--- src/rtl/flash_irq_stat.sv ---
module flash_irq_stat #(
  parameter int FIFO_DEPTH = 16,
  parameter int RCV_CYCLES = 8,
  localparam int LVW = $clog2(FIFO_DEPTH + 1),
  localparam int RCW = $clog2(RCV_CYCLES + 1)
) (
  input  logic           clk,
  input  logic           rst_n,
  input  logic           reg_wr,
  input  logic [7:0]     reg_addr,
  input  logic [31:0]    reg_wdata,
  output logic [31:0]    reg_rdata,
  input  logic [7:0]     event_i,
  input  logic [LVW-1:0] tx_level_i,
  input  logic [LVW-1:0] rx_level_i,
  output logic           irq_o,
  output logic [4:0]     tx_thresh_o,
  output logic [4:0]     rx_thresh_o,
  output logic           recover_o
);
  localparam logic [7:0] A_MASK = 8'h00;
  localparam logic [7:0] A_CLR  = 8'h04;
  localparam logic [7:0] A_RAW  = 8'h08;
  localparam logic [7:0] A_MSK  = 8'h0C;
  localparam logic [7:0] A_FIFO = 8'h10;
  localparam logic [7:0] A_THR  = 8'h14;
  localparam logic [7:0] A_RCV  = 8'h18;

  logic [7:0]     mask_q, raw_q, clr, masked;
  logic [RCW-1:0] rcv_cnt;
  logic           rcv_busy;
  logic [4:0]     tx_lv5, rx_lv5;
  logic           tx_full, tx_empty, rx_full, rx_empty;
  logic           unused_wdata;

  assign unused_wdata = &{1'b0, reg_wdata[31:13], reg_wdata[7:5]};

  assign clr    = (reg_wr && reg_addr == A_CLR) ? reg_wdata[7:0] : 8'h00;
  assign masked = raw_q & ~mask_q;
  assign irq_o  = |masked;

  always_ff @(posedge clk or negedge rst_n) begin
    if (!rst_n) begin
      raw_q <= 8'h00;
    end else begin
      raw_q <= (raw_q & ~clr) | event_i;
    end
  end

  always_ff @(posedge clk or negedge rst_n) begin
    if (!rst_n) begin
      mask_q      <= 8'hFF;
      tx_thresh_o <= 5'd0;
      rx_thresh_o <= 5'd0;
    end else if (reg_wr) begin
      if (reg_addr == A_MASK) mask_q <= reg_wdata[7:0];
      if (reg_addr == A_THR) begin
        tx_thresh_o <= reg_wdata[4:0];
        rx_thresh_o <= reg_wdata[12:8];
      end
    end
  end

  assign rcv_busy  = (rcv_cnt != '0);
  assign recover_o = rcv_busy;

  always_ff @(posedge clk or negedge rst_n) begin
    if (!rst_n) begin
      rcv_cnt <= '0;
    end else if (rcv_busy) begin
      rcv_cnt <= rcv_cnt - 1'b1;
    end else if (reg_wr && reg_addr == A_RCV && reg_wdata[0]) begin
      rcv_cnt <= RCW'(RCV_CYCLES);
    end
  end

  assign tx_lv5   = 5'(tx_level_i);
  assign rx_lv5   = 5'(rx_level_i);
  assign tx_full  = (tx_level_i == LVW'(FIFO_DEPTH));
  assign tx_empty = (tx_level_i == '0);
  assign rx_full  = (rx_level_i == LVW'(FIFO_DEPTH));
  assign rx_empty = (rx_level_i == '0);

  always_comb begin
    case (reg_addr)
      A_MASK:  reg_rdata = {24'd0, mask_q};
      A_RAW:   reg_rdata = {24'd0, raw_q};
      A_MSK:   reg_rdata = {24'd0, masked};
      A_FIFO:  reg_rdata = {11'd0, rx_lv5, 3'd0, tx_lv5, 4'd0,
                            rx_full, rx_empty, tx_empty, tx_full};
      A_THR:   reg_rdata = {19'd0, rx_thresh_o, 3'd0, tx_thresh_o};
      A_RCV:   reg_rdata = {31'd0, rcv_busy};
      default: reg_rdata = 32'd0;
    endcase
  end

  p_event_latch_r2: assert property (@(posedge clk) disable iff (!rst_n)
    1'b1 |=> ((raw_q & $past(event_i)) == $past(event_i)));

  p_no_drop_r3: assert property (@(posedge clk) disable iff (!rst_n)
    !(reg_wr && reg_addr == A_CLR) |=> ((raw_q & $past(raw_q)) == $past(raw_q)));

  p_event_wins_r4: assert property (@(posedge clk) disable iff (!rst_n)
    (reg_wr && reg_addr == A_CLR && (reg_wdata[7:0] & event_i) != 8'h00)
      |=> ((raw_q & $past(event_i)) == $past(event_i)));

  p_all_masked_r5: assert property (@(posedge clk) disable iff (!rst_n)
    (mask_q == 8'hFF) |-> !irq_o);

  p_rcv_start_r9: assert property (@(posedge clk) disable iff (!rst_n)
    $rose(recover_o) |-> $past(reg_wr && reg_addr == A_RCV && reg_wdata[0]));

  p_rcv_keeps_mask_r9: assert property (@(posedge clk) disable iff (!rst_n)
    (recover_o && !(reg_wr && reg_addr == A_MASK)) |=> $stable(mask_q));

  p_tx_empty_flag_r7: assert property (@(posedge clk) disable iff (!rst_n)
    (reg_addr == A_FIFO && tx_level_i == '0) |-> (reg_rdata[1] && !reg_rdata[0]));
endmodule

--- config.mk ---
export PLATFORM = sky130hd
export DESIGN_NAME = flash_irq_stat
export DESIGN_NICKNAME = d
export VERILOG_FILES = /design/src/rtl/flash_irq_stat.sv
export SDC_FILE = /design/constraint.sdc
export NUM_CORES = 1
export LEC_CHECK = 0
export BUFFER_PORTS_ARGS = -buffer_cell sky130_fd_sc_hd__buf_4
export CAP_MARGIN = 25
export CORE_MARGIN = 2
export CORE_UTILIZATION = 43
export CTS_CLUSTER_SIZE = 40
export DETAILED_ROUTE_END_ITERATION = 6
export HOLD_SLACK_MARGIN = 0.08
export PLACE_DENSITY = 0.87
export SKIP_CTS_REPAIR_TIMING = 1
export SYNTH_ARGS = -nofsm -noshare
export SYNTH_HDL_FRONTEND = slang
export SYNTH_SLANG_ARGS = --single-unit
export TNS_END_PERCENT = 100
--- constraint.sdc ---
create_clock -name clk -period 1.4 [get_ports clk]
set_input_delay 0.07 -clock clk [delete_from_list [all_inputs] [get_ports clk]]
set_output_delay 0.07 -clock clk [all_outputs]
set_load 0.03 [all_outputs]
* Word level (Yosys, flattened, before mapping)
Cells that the tools add are included.
Widths: inputs -> output; s select.
** Word-level totals
- Logic and storage cells :: 34
- Flip-flop bits (word level) :: 30
** Cells by class
- Multiplexer cells :: 4
- Add/sub/neg operators :: 1
- Bitwise gates (word level) :: 5
- Reduce and logical (&&, ||, !) cells :: 11
- Eq/ne operators :: 8
** Operators by type and width (number)
- $pmux 21 s6 :: 1
- $eq 8x5->1 const B :: 3
- $and 8x8->8 :: 2
- $eq 8x4->1 const B :: 2
- $not 8->8 :: 2
- $eq 5x5->1 const B :: 2
- $logic_not 5->1 :: 2
- $eq 8x3->1 const B :: 1
- $logic_not 8->1 :: 1
- $mux 4 :: 2
- $mux 8 :: 1
- $or 8x8->8 :: 1
- $reduce_or 8->1 :: 1
- $reduce_and 2->1 :: 2
- $reduce_bool 4->1 :: 1
- $sub 4x1->4 const B :: 1
- $logic_and 1x1->1 :: 3
- $reduce_bool 2->1 :: 1

* Logic depth before layout (Yosys ltp)
Gate-level depths: netlist of the first run.
- Depth after elaboration :: 6
- Depth in mapped cells :: 6
- Gate-level depth less buffers :: 4

* Least setup slack after synthesis of the first run
OpenSTA, ideal clock, no wires.
- Kind :: input port to output port
- Start :: input port reg_addr[3]
- End :: output port reg_rdata[2]
- Stages :: 6
- Slack :: -0.140 ns
- Data arrival time :: 1.470 ns
- Path through :: buf_4 -> nor4_4 -> and2_1 -> buf_4 -> nand2_1 -> o221ai_1
** Between the ends
- Longest elaborated chain between the ends :: 2
- Elaborated cells on any way between the ends :: 7
- Those cells by class :: eq/ne (5); mux (1); reduce/logical (1)
** RTL lines
- start, declared :: RTL line 10 : input logic [7:0] reg_addr,
- $eq 8x5->1 (tied with other cells) :: RTL line 85 : case (reg_addr)
- $pmux 21 s6 (*) :: RTL line 85
- end, declared :: RTL line 12 : output logic [31:0] reg_rdata,
Mark *: on every way between the ends. The rest lies on a longest branch, timed or not.

* Worst setup path in the final report of the first run
- Start :: register rcv_cnt[2]
- End :: output port reg_rdata[0]
** Between the ends
- Longest elaborated chain between the ends :: 2
** RTL lines
- start, declared :: RTL line 30 : logic [RCW-1:0] rcv_cnt;
- start signal, assigned :: RTL line 71 : rcv_cnt <= rcv_cnt - 1'b1;
- start signal, assigned :: RTL line 73 : rcv_cnt <= RCW'(RCV_CYCLES);
- $reduce_bool 4->1 :: RTL line 64 : assign rcv_busy = (rcv_cnt != '0);
- $pmux 21 s6 :: RTL line 85
No other way between the ends.

==> flow_summary.json, run 1 <==
{
  "status": "finished, violations left",
  "violations": "negative setup slack",
  "clk_latency_ns": 0.28,
  "worst-path-max-fanout": 5,
  "synth-seq-area-share_pct": 43.5,
  "syn_area_per_cell_um2": 10.2,
  "dr_total_vias": 1737,
  "worstPathArrival_ns": 1.61,
  "antenna_found_initial": 0,
  "hold_viol": 0,
  "grt_pass1_wl_um": 7020,
  "numCtsBuffers": 5,
  "start_util_pct": 44.0,
  "row_count": 23,
  "wl_um": 4970,
  "synthArstFlopShare_pct": 100,
  "start_kind": "register",
  "die_w_um": 67.8,
  "drc_errors": 0,
  "vdd_ir_drop_max_mv": 0.459,
  "skew_ns": 0.000451,
  "syn_area_um2": 1750,
  "pin_count": 105,
  "multi_input_area_um2": 936,
  "max_freq_mhz": 597,
  "finalHoldWorstSlack_ns": 0.145,
  "end_kind": "output pin",
  "dp.final_hpwl_um": 3410,
  "grt_max_degree": 31,
  "fillCellCount": 303,
  "core_um2": 3970,
  "die_h_um": 67.8,
  "seqCellArea_um2": 763,
  "cts_tree": "built",
  "fin_ws_ns": -0.276,
  "power_density_nw_per_um2": 788,
  "synth_edf_count": 0,
  "clock_path_buffers": 2,
  "grt_usage_pct": 20.6,
  "synth_cells": 172,
  "finalCriticalPeriod_ns": 1.68,
  "period_share_pct": 120,
  "wire_per_inst_um": 14.7,
  "rsz0062_at_grt": "yes",
  "leakage_uw": 0.00142,
  "dieArea_um2": 4590,
  "synth_cell_types": 36,
  "synthFlopType": "dfrtp_1",
  "place_congestion": 0.811,
  "critPathKind": "register to output pin",
  "vias_per_cell": 5.12,
  "diodes": 0,
  "ant_nets": 0,
  "drt_iter0_drc": 70,
  "clock_tree.root_cell": "clkbuf_8",
  "finalSetupViolCount": 6,
  "placed_area_um2": 2380,
  "required_ns": 1.33,
  "layout-area-overhead-vs-synth_pct": 62.7,
  "path_clk_slew_ns": 0.06,
  "fin_nets": 349,
  "hp-class": "primary input to register",
  "cts_htree_levels": 2,
  "io_buffers": 71,
  "drive_above_1_share_pct": 52.2,
  "finalMaxSlewViolations": 0,
  "synth-seq-cells": 30,
  "final_area_um2": 2850,
  "drt_pass1_iterations": 4,
  "grt_overflow": 0,
  "max_cap_violations": 0,
  "clock_sinks": 30,
  "synth_warnings": 0,
  "first_global_vias": 1567
}
[critical path, cell delays in order, from the launching register on]
cell and delay [ns]:
dfrtp_2 0.45, nor4_4 0.34, nor2_1 0.07, a22oi_1 0.16
o211ai_1 0.12, buf_4 0.19
[sequential cells by signal, summed over array words and instances (netlist names)]
name	flops
rcv_cnt	4
tx_thresh_o	5
rx_thresh_o	5
mask_q	8
raw_q	8
[cells by family after synthesis]
| family | after synthesis | share of synthesized area, % |
|---|---|---|
| AO/OA/AOI/OAI | 43 | 17.0 |
| AND/OR/NAND/NOR | 51 | 17.9 |
| other | 1 | 0.214 |
| flip-flops | 30 | 43.5 |
| buffers and inverters | 29 | 9.80 |
| multiplexers | 18 | 11.6 |
[synth_stat cells (3+ instances only)]
library cell  number  area [um2]
nor2_1             5        18.8
inv_1              9        33.8
nor4_1             3        18.8
a21o_1             9        67.6
buf_4             16         120
dfrtp_1           22         551
a22o_1             5        43.8
a211oi_1           3        22.5
o22ai_1            4        25.0
mux2_2            18         203
nand2_1           22        82.6
o21ai_0           12        60.1
o211ai_1           3        22.5
dfstp_2            8         210
a22oi_1            4        30.0
and3_1             6        37.5
[cells in the final DEF (no fill, tap or decap), drive strengths merged, types with 2 or more instances in the layout]
| cell | netlist | routed |
|---|---|---|
| clkbuf | 2 | 5 |
| nand3 | 3 | 3 |
| mux2 | 18 | 18 |
| nand2 | 22 | 22 |
| o211ai | 3 | 3 |
| a22oi | 4 | 4 |
| nand4 | 2 | 2 |
| inv | 9 | 9 |
| dlygate4sd3 | 0 | 22 |
| clkinv | 0 | 2 |
| nor4 | 5 | 5 |
| a21o | 9 | 9 |
| o22ai | 4 | 4 |
| buf | 18 | 94 |
| dfstp | 8 | 8 |
| o21ai | 12 | 12 |
| dfrtp | 22 | 22 |
| and3 | 6 | 6 |
| a211oi | 3 | 3 |
| nor2 | 5 | 5 |
| conb | 1 | 14 |
| a22o | 5 | 5 |
[per-stage QoR]
step           worst slack [ns]  util [%]  total power [uW]  setup TNS, ns  std cells
5_1_grt                  -0.364      71.7              2330          -1.29        339
3_3_place_gp            -0.0815      60.0              1300         -0.230        302
6_report                 -0.276      71.7              2240         -0.817        339
4_1_cts                  -0.289      62.7              2170          -1.14        310
2_1_floorplan            -0.111         -              1140         -0.369        185
3_5_place_dp            -0.0851      60.0              1310         -0.244        302
[worst paths after layout]
kind | startpoint | end | slack [ns] | depth (start not counted)
hold reg to reg | raw_q[6] | raw_q[6] | 0.49 | 1
setup / recovery | rcv_cnt[2] | reg_rdata[0] | -0.28 | 5
min in group asynchronous | rst_n | raw_q[5] | 0.25 | 2
hold / removal | reg_wr | rcv_cnt[3] | 0.14 | 3
max in group asynchronous | rst_n | mask_q[3] | 0.83 | 2
setup reg to reg | rcv_cnt[1] | rcv_cnt[3] | 0.15 | 2
[routing by layer]
| metal | part of all wire, % | up-vias | global-route usage, % |
|---|---|---|---|
| li1 | - | 828 | - |
| met1 | 39 | 825 | 25.3 |
| met2 | 53 | 75 | 36.2 |
| met3 | 6.9 | 9 | 4.50 |
| met4 | 1.1 | 0 | 6.00 |
| met5 | 0 | - | 0 |
[layout make-up]
| type | count | share of cell area (%) |
|---|---|---|
| timing repair buffer | 116 | 33.1 |
| multi-input combinational | 126 | 32.9 |
| sequential | 30 | 26.8 |
| clock buffer | 5 | 2.42 |
| tap | 50 | 2.20 |
| clock inverter | 3 | 1.41 |
| inverter | 9 | 1.19 |
[report_power, final]
group	switching (uW)	leakage, uW	internal [uW]
Clock	336	0.0000579	523
Combinational	231	0.00101	218
Sequential	28.4	0.000343	907
Power figures use the tool's default switching activity.
==> run 2, diff against run 1 <==
MAX_ROUTING_LAYER = met4   (was default)
PLACE_DENSITY = 0.8   (was 0.87)
==> flow_summary.json, run 2 (synthesis results as in run 1) <==
{
  "fin_nets": 345,
  "place_congestion": 0.798,
  "first_global_vias": 1529,
  "placed_area_um2": 2400,
  "final_common_cell": "buf_4",
  "max_freq_mhz": 592,
  "wl_um": 5040,
  "clk_latency_ns": 0.28,
  "io_buffers": 71,
  "reg2regPathDepth": 3,
  "dieArea_um2": 4590,
  "violations": "negative setup slack",
  "power_density_nw_per_um2": 744,
  "status": "finished, violations left",
  "dp.final_hpwl_um": 3520,
  "diodes": 0,
  "rsz0062_at_grt": "yes",
  "fin_ws_ns": -0.290,
  "clock_sinks": 30,
  "worstPathArrival_ns": 1.62,
  "die_h_um": 67.8,
  "final_area_um2": 2850,
  "layout_common_cells": "buf_4, nand2_1, dlygate4sd3_1, dfrtp_1, mux2_2",
  "drc_errors": 0,
  "finalMaxSlewViolations": 0,
  "fin_util_pct": 71.7,
  "vdd_ir_drop_max_mv": 0.610,
  "row_count": 23,
  "grt_overflow": 0,
  "finalSetupViolCount": 6,
  "finalHoldWorstSlack_ns": 0.114,
  "clock_path_buffers": 2,
  "drt_pass1_iterations": 4,
  "dr_total_vias": 1743,
  "antenna_found_initial": 0,
  "start_util_pct": 44.0,
  "max_cap_violations": 0,
  "hold_viol": 0,
  "hp-class": "primary input to register",
  "finalSetupTns_ns": -0.606,
  "leakage_uw": 0.00139,
  "largestRegisters": "mask_q (8), raw_q (8)",
  "critPathKind": "register to output pin",
  "hold-path-cell-count": 3,
  "wire_per_inst_um": 15.0,
  "hp-start": "reg_wr",
  "timing.rr.start": "rcv_cnt[0]",
  "worst-path-max-fanout": 4,
  "path_clk_slew_ns": 0.07,
  "die_w_um": 67.8,
  "drive_above_1_share_pct": 51.6,
  "drt_iter0_drc": 68,
  "start_kind": "register",
  "ant_nets": 0,
  "skew_ns": 0.000122,
  "grt_pass1_wl_um": 6930,
  "required_ns": 1.33,
  "cts_tree": "built",
  "period_share_pct": 121,
  "vias_per_cell": 5.20,
  "finalCriticalPeriod_ns": 1.69,
  "clock_tree.root_cell": "clkbuf_8",
  "cts_htree_levels": 2,
  "startpoint": "mask_q[6]",
  "core_um2": 3970,
  "layout-area-overhead-vs-synth_pct": 62.9,
  "grt_usage_pct": 21.3,
  "pin_count": 105,
  "numCtsBuffers": 5,
  "end_kind": "output pin",
  "post-place-ws_ns": -0.0471,
  "grt_max_degree": 31
}
-- run 2: final cells by class --
cell class | count | area [um2]
Tap cell | 50 | 62.6
Timing Repair Buffer | 112 | 943
Inverter | 9 | 33.8
Sequential cell | 30 | 761
Clock buffer | 6 | 82.6
Fill cell | 295 | 1120
Multi-Input combinational cell | 126 | 953
Clock inverter | 2 | 12.5
-- run 2: final timing paths --
check | endpoint | slack (ns)
max | irq_o | -0.29
min | rcv_cnt[3] | 0.11
max reg2reg | rcv_cnt[3] | 0.08
min reg2reg | raw_q[5] | 0.48
max in group asynchronous | mask_q[5] | 0.82
min in group asynchronous | rx_thresh_o[2] | 0.26
-- run 2: routing by layer --
layer / vias up / GRT usage [%] / wire [um]
li1: 817 / - / -
met1: 843 / 23.7 / 1970
met2: 75 / 36.9 / 2660
met3: 8 / 5.83 / 351
met4: 0 / 7.00 / 54
met5: - / - / 0
-- run 2: through the flow --
step                      instances  power (uW)
after floorplan                 185        1140
after global placement          301        1300
after detailed placement        301        1310
after CTS                       309        2040
after global routing            335        2210
final                           335        2120
-- run 2: power by group --
part | switching, uW | internal [uW] | total, uW | leakage (uW)
logic | 234 | 220 | 455 | 0.000997
clock network | 337 | 394 | 731 | 0.0000472
registers | 28.9 | 906 | 935 | 0.000346
-- run 2: worst max-delay path: stages, from the launching register on --
cell     delay (ns)
dfstp_2        0.57
o22ai_1        0.10
or4_4          0.52
buf_6          0.15
==> run 3, diff against run 2 <==
RECOVER_POWER = 100   (was default)
==> flow_summary.json, run 3 (synthesis results as in run 1) <==
{
  "status": "finished, violations left",
  "violations": "negative setup slack",
  "antenna_found_initial": 0,
  "fin_util_pct": 68.8,
  "wl_met3_um": 369,
  "path_clk_slew_ns": 0.07,
  "end_kind": "output pin",
  "power_density_nw_per_um2": 766,
  "reg2regPathDepth": 3,
  "hp-class": "primary input to register",
  "dr_total_vias": 1746,
  "start_util_pct": 44.0,
  "io_buffers": 71,
  "dr.max_layer_used": "met4",
  "layout-area-overhead-vs-synth_pct": 56.3,
  "place_congestion": 0.798,
  "worstPathArrival_ns": 1.63,
  "cellInternalPower_uw": 1500,
  "wire_per_inst_um": 15.1,
  "drt_pass1_iterations": 4,
  "finalMaxSlewViolations": 0,
  "grt_pass1_wl_um": 6930,
  "grt_usage_pct": 21.3,
  "die_w_um": 67.8,
  "finalCriticalPeriod_ns": 1.70,
  "period_share_pct": 122,
  "required_ns": 1.33,
  "relSlewSlack_pct": 49.7,
  "final_common_cell": "buf_4",
  "ant_nets": 0,
  "finalHoldWorstSlack_ns": 0.101,
  "grt_max_degree": 31,
  "cts_tree": "built",
  "numCtsBuffers": 5,
  "r2r_end": "rcv_cnt[3]",
  "hold_viol": 0,
  "placed_area_um2": 2400,
  "sw_frac_of_total_pct": 28.4,
  "first_global_vias": 1529,
  "critPathKind": "register to output pin",
  "max_cap_violations": 0,
  "start_kind": "register",
  "worst-path-max-fanout": 4,
  "row_count": 23,
  "vias_per_cell": 5.21,
  "wl_um": 5050,
  "fin_ws_ns": -0.302,
  "switching_power_uw": 595,
  "drc_errors": 0,
  "die_h_um": 67.8,
  "power_frac_comb_pct": 20.3,
  "clk_latency_ns": 0.28,
  "leakage_uw": 0.00133,
  "skew_ns": 0.000125,
  "core_um2": 3970,
  "clock_tree.root_cell": "clkbuf_8",
  "seqPwrFrac_pct": 44.6,
  "fin_nets": 345,
  "finalSetupViolCount": 24,
  "cp-endpoint": "irq_o",
  "timing.rr.start": "rcv_cnt[0]",
  "hold-path-cell-count": 3,
  "clock_path_buffers": 2,
  "final_area_um2": 2730,
  "r2r_setup_slack_ns": 0.08,
  "worst_pin_slew_ns": 0.755,
  "vdd_ir_drop_max_mv": 0.610,
  "grt_overflow": 0,
  "startpoint": "mask_q[6]",
  "clock_sinks": 30,
  "drive_above_1_share_pct": 46.3,
  "clkPwrFrac_pct": 35.1,
  "dp.final_hpwl_um": 3520,
  "pin_count": 105,
  "diodes": 0,
  "cts_htree_levels": 2,
  "largestRegisters": "mask_q (8), raw_q (8)",
  "max_freq_mhz": 587,
  "drt_iter0_drc": 55,
  "wl_met1_um": 1980,
  "rsz0062_at_grt": "yes",
  "layout_common_cells": "buf_4, nand2_1, dlygate4sd3_1, dfrtp_1, mux2_2",
  "route.met2.wl_um": 2620,
  "dieArea_um2": 4590
}
## run 3: changes by cell type in the layout (fill, tap and decap cells not counted), sizes merged
cell	delta
clkbuf	+19
buf	-19
## run 3: worst min path at each step
stage	from	end	slack [ns]
finish	reg_wr	rcv_cnt[3]	0.10
global route	reg_wr	rcv_cnt[3]	0.11
CTS	rst_n	raw_q[6]	-0.29
detailed placement	rst_n	raw_q[6]	0.02
global placement	rst_n	raw_q[1]	0.02
floorplan	rst_n	raw_q[0]	-0.23
## run 3: worst max-delay path: stages (launching register included)
cell and delay (ns):
dfstp_2 0.57, o22ai_1 0.10, or4_4 0.53, buf_6 0.15
## run 3: final cells by class
type / instances / area [um2]
Timing Repair Buffer: 112 / 866
Sequential cell: 30 / 761
Multi-Input combinational cell: 126 / 916
Clock inverter: 2 / 12.5
Fill cell: 321 / 1240
Clock buffer: 6 / 82.6
Tap cell: 50 / 62.6
Inverter: 9 / 33.8
## run 3: metal layers
metal	GRT usage (%)	vias to the layer above
met5	-	-
met4	7.00	0
met3	5.83	9
met2	36.9	77
met1	23.7	845
li1	-	815
## run 3: power groups by stage
stage          Sequential [uW]  Clock [uW]  Combinational [uW]
2_1_floorplan              968           0                 176
3_3_place_gp               943           0                 357
3_5_place_dp               946           0                 365
4_1_cts                    931         742                 366
5_1_grt                    939         784                 458
6_report                   934         734                 425
## run 3: metrics by stage
step | cells | worst slack [ns] | setup TNS [ns] | total power, uW
after floorplan | 185 | -0.111 | -0.369 | 1140
after detailed placement | 301 | -0.0471 | -0.474 | 1310
after global placement | 301 | -0.0712 | -0.478 | 1300
after CTS | 309 | -0.299 | -1.05 | 2040
final | 335 | -0.302 | -1.88 | 2090
after global routing | 335 | -0.317 | -4.82 | 2180
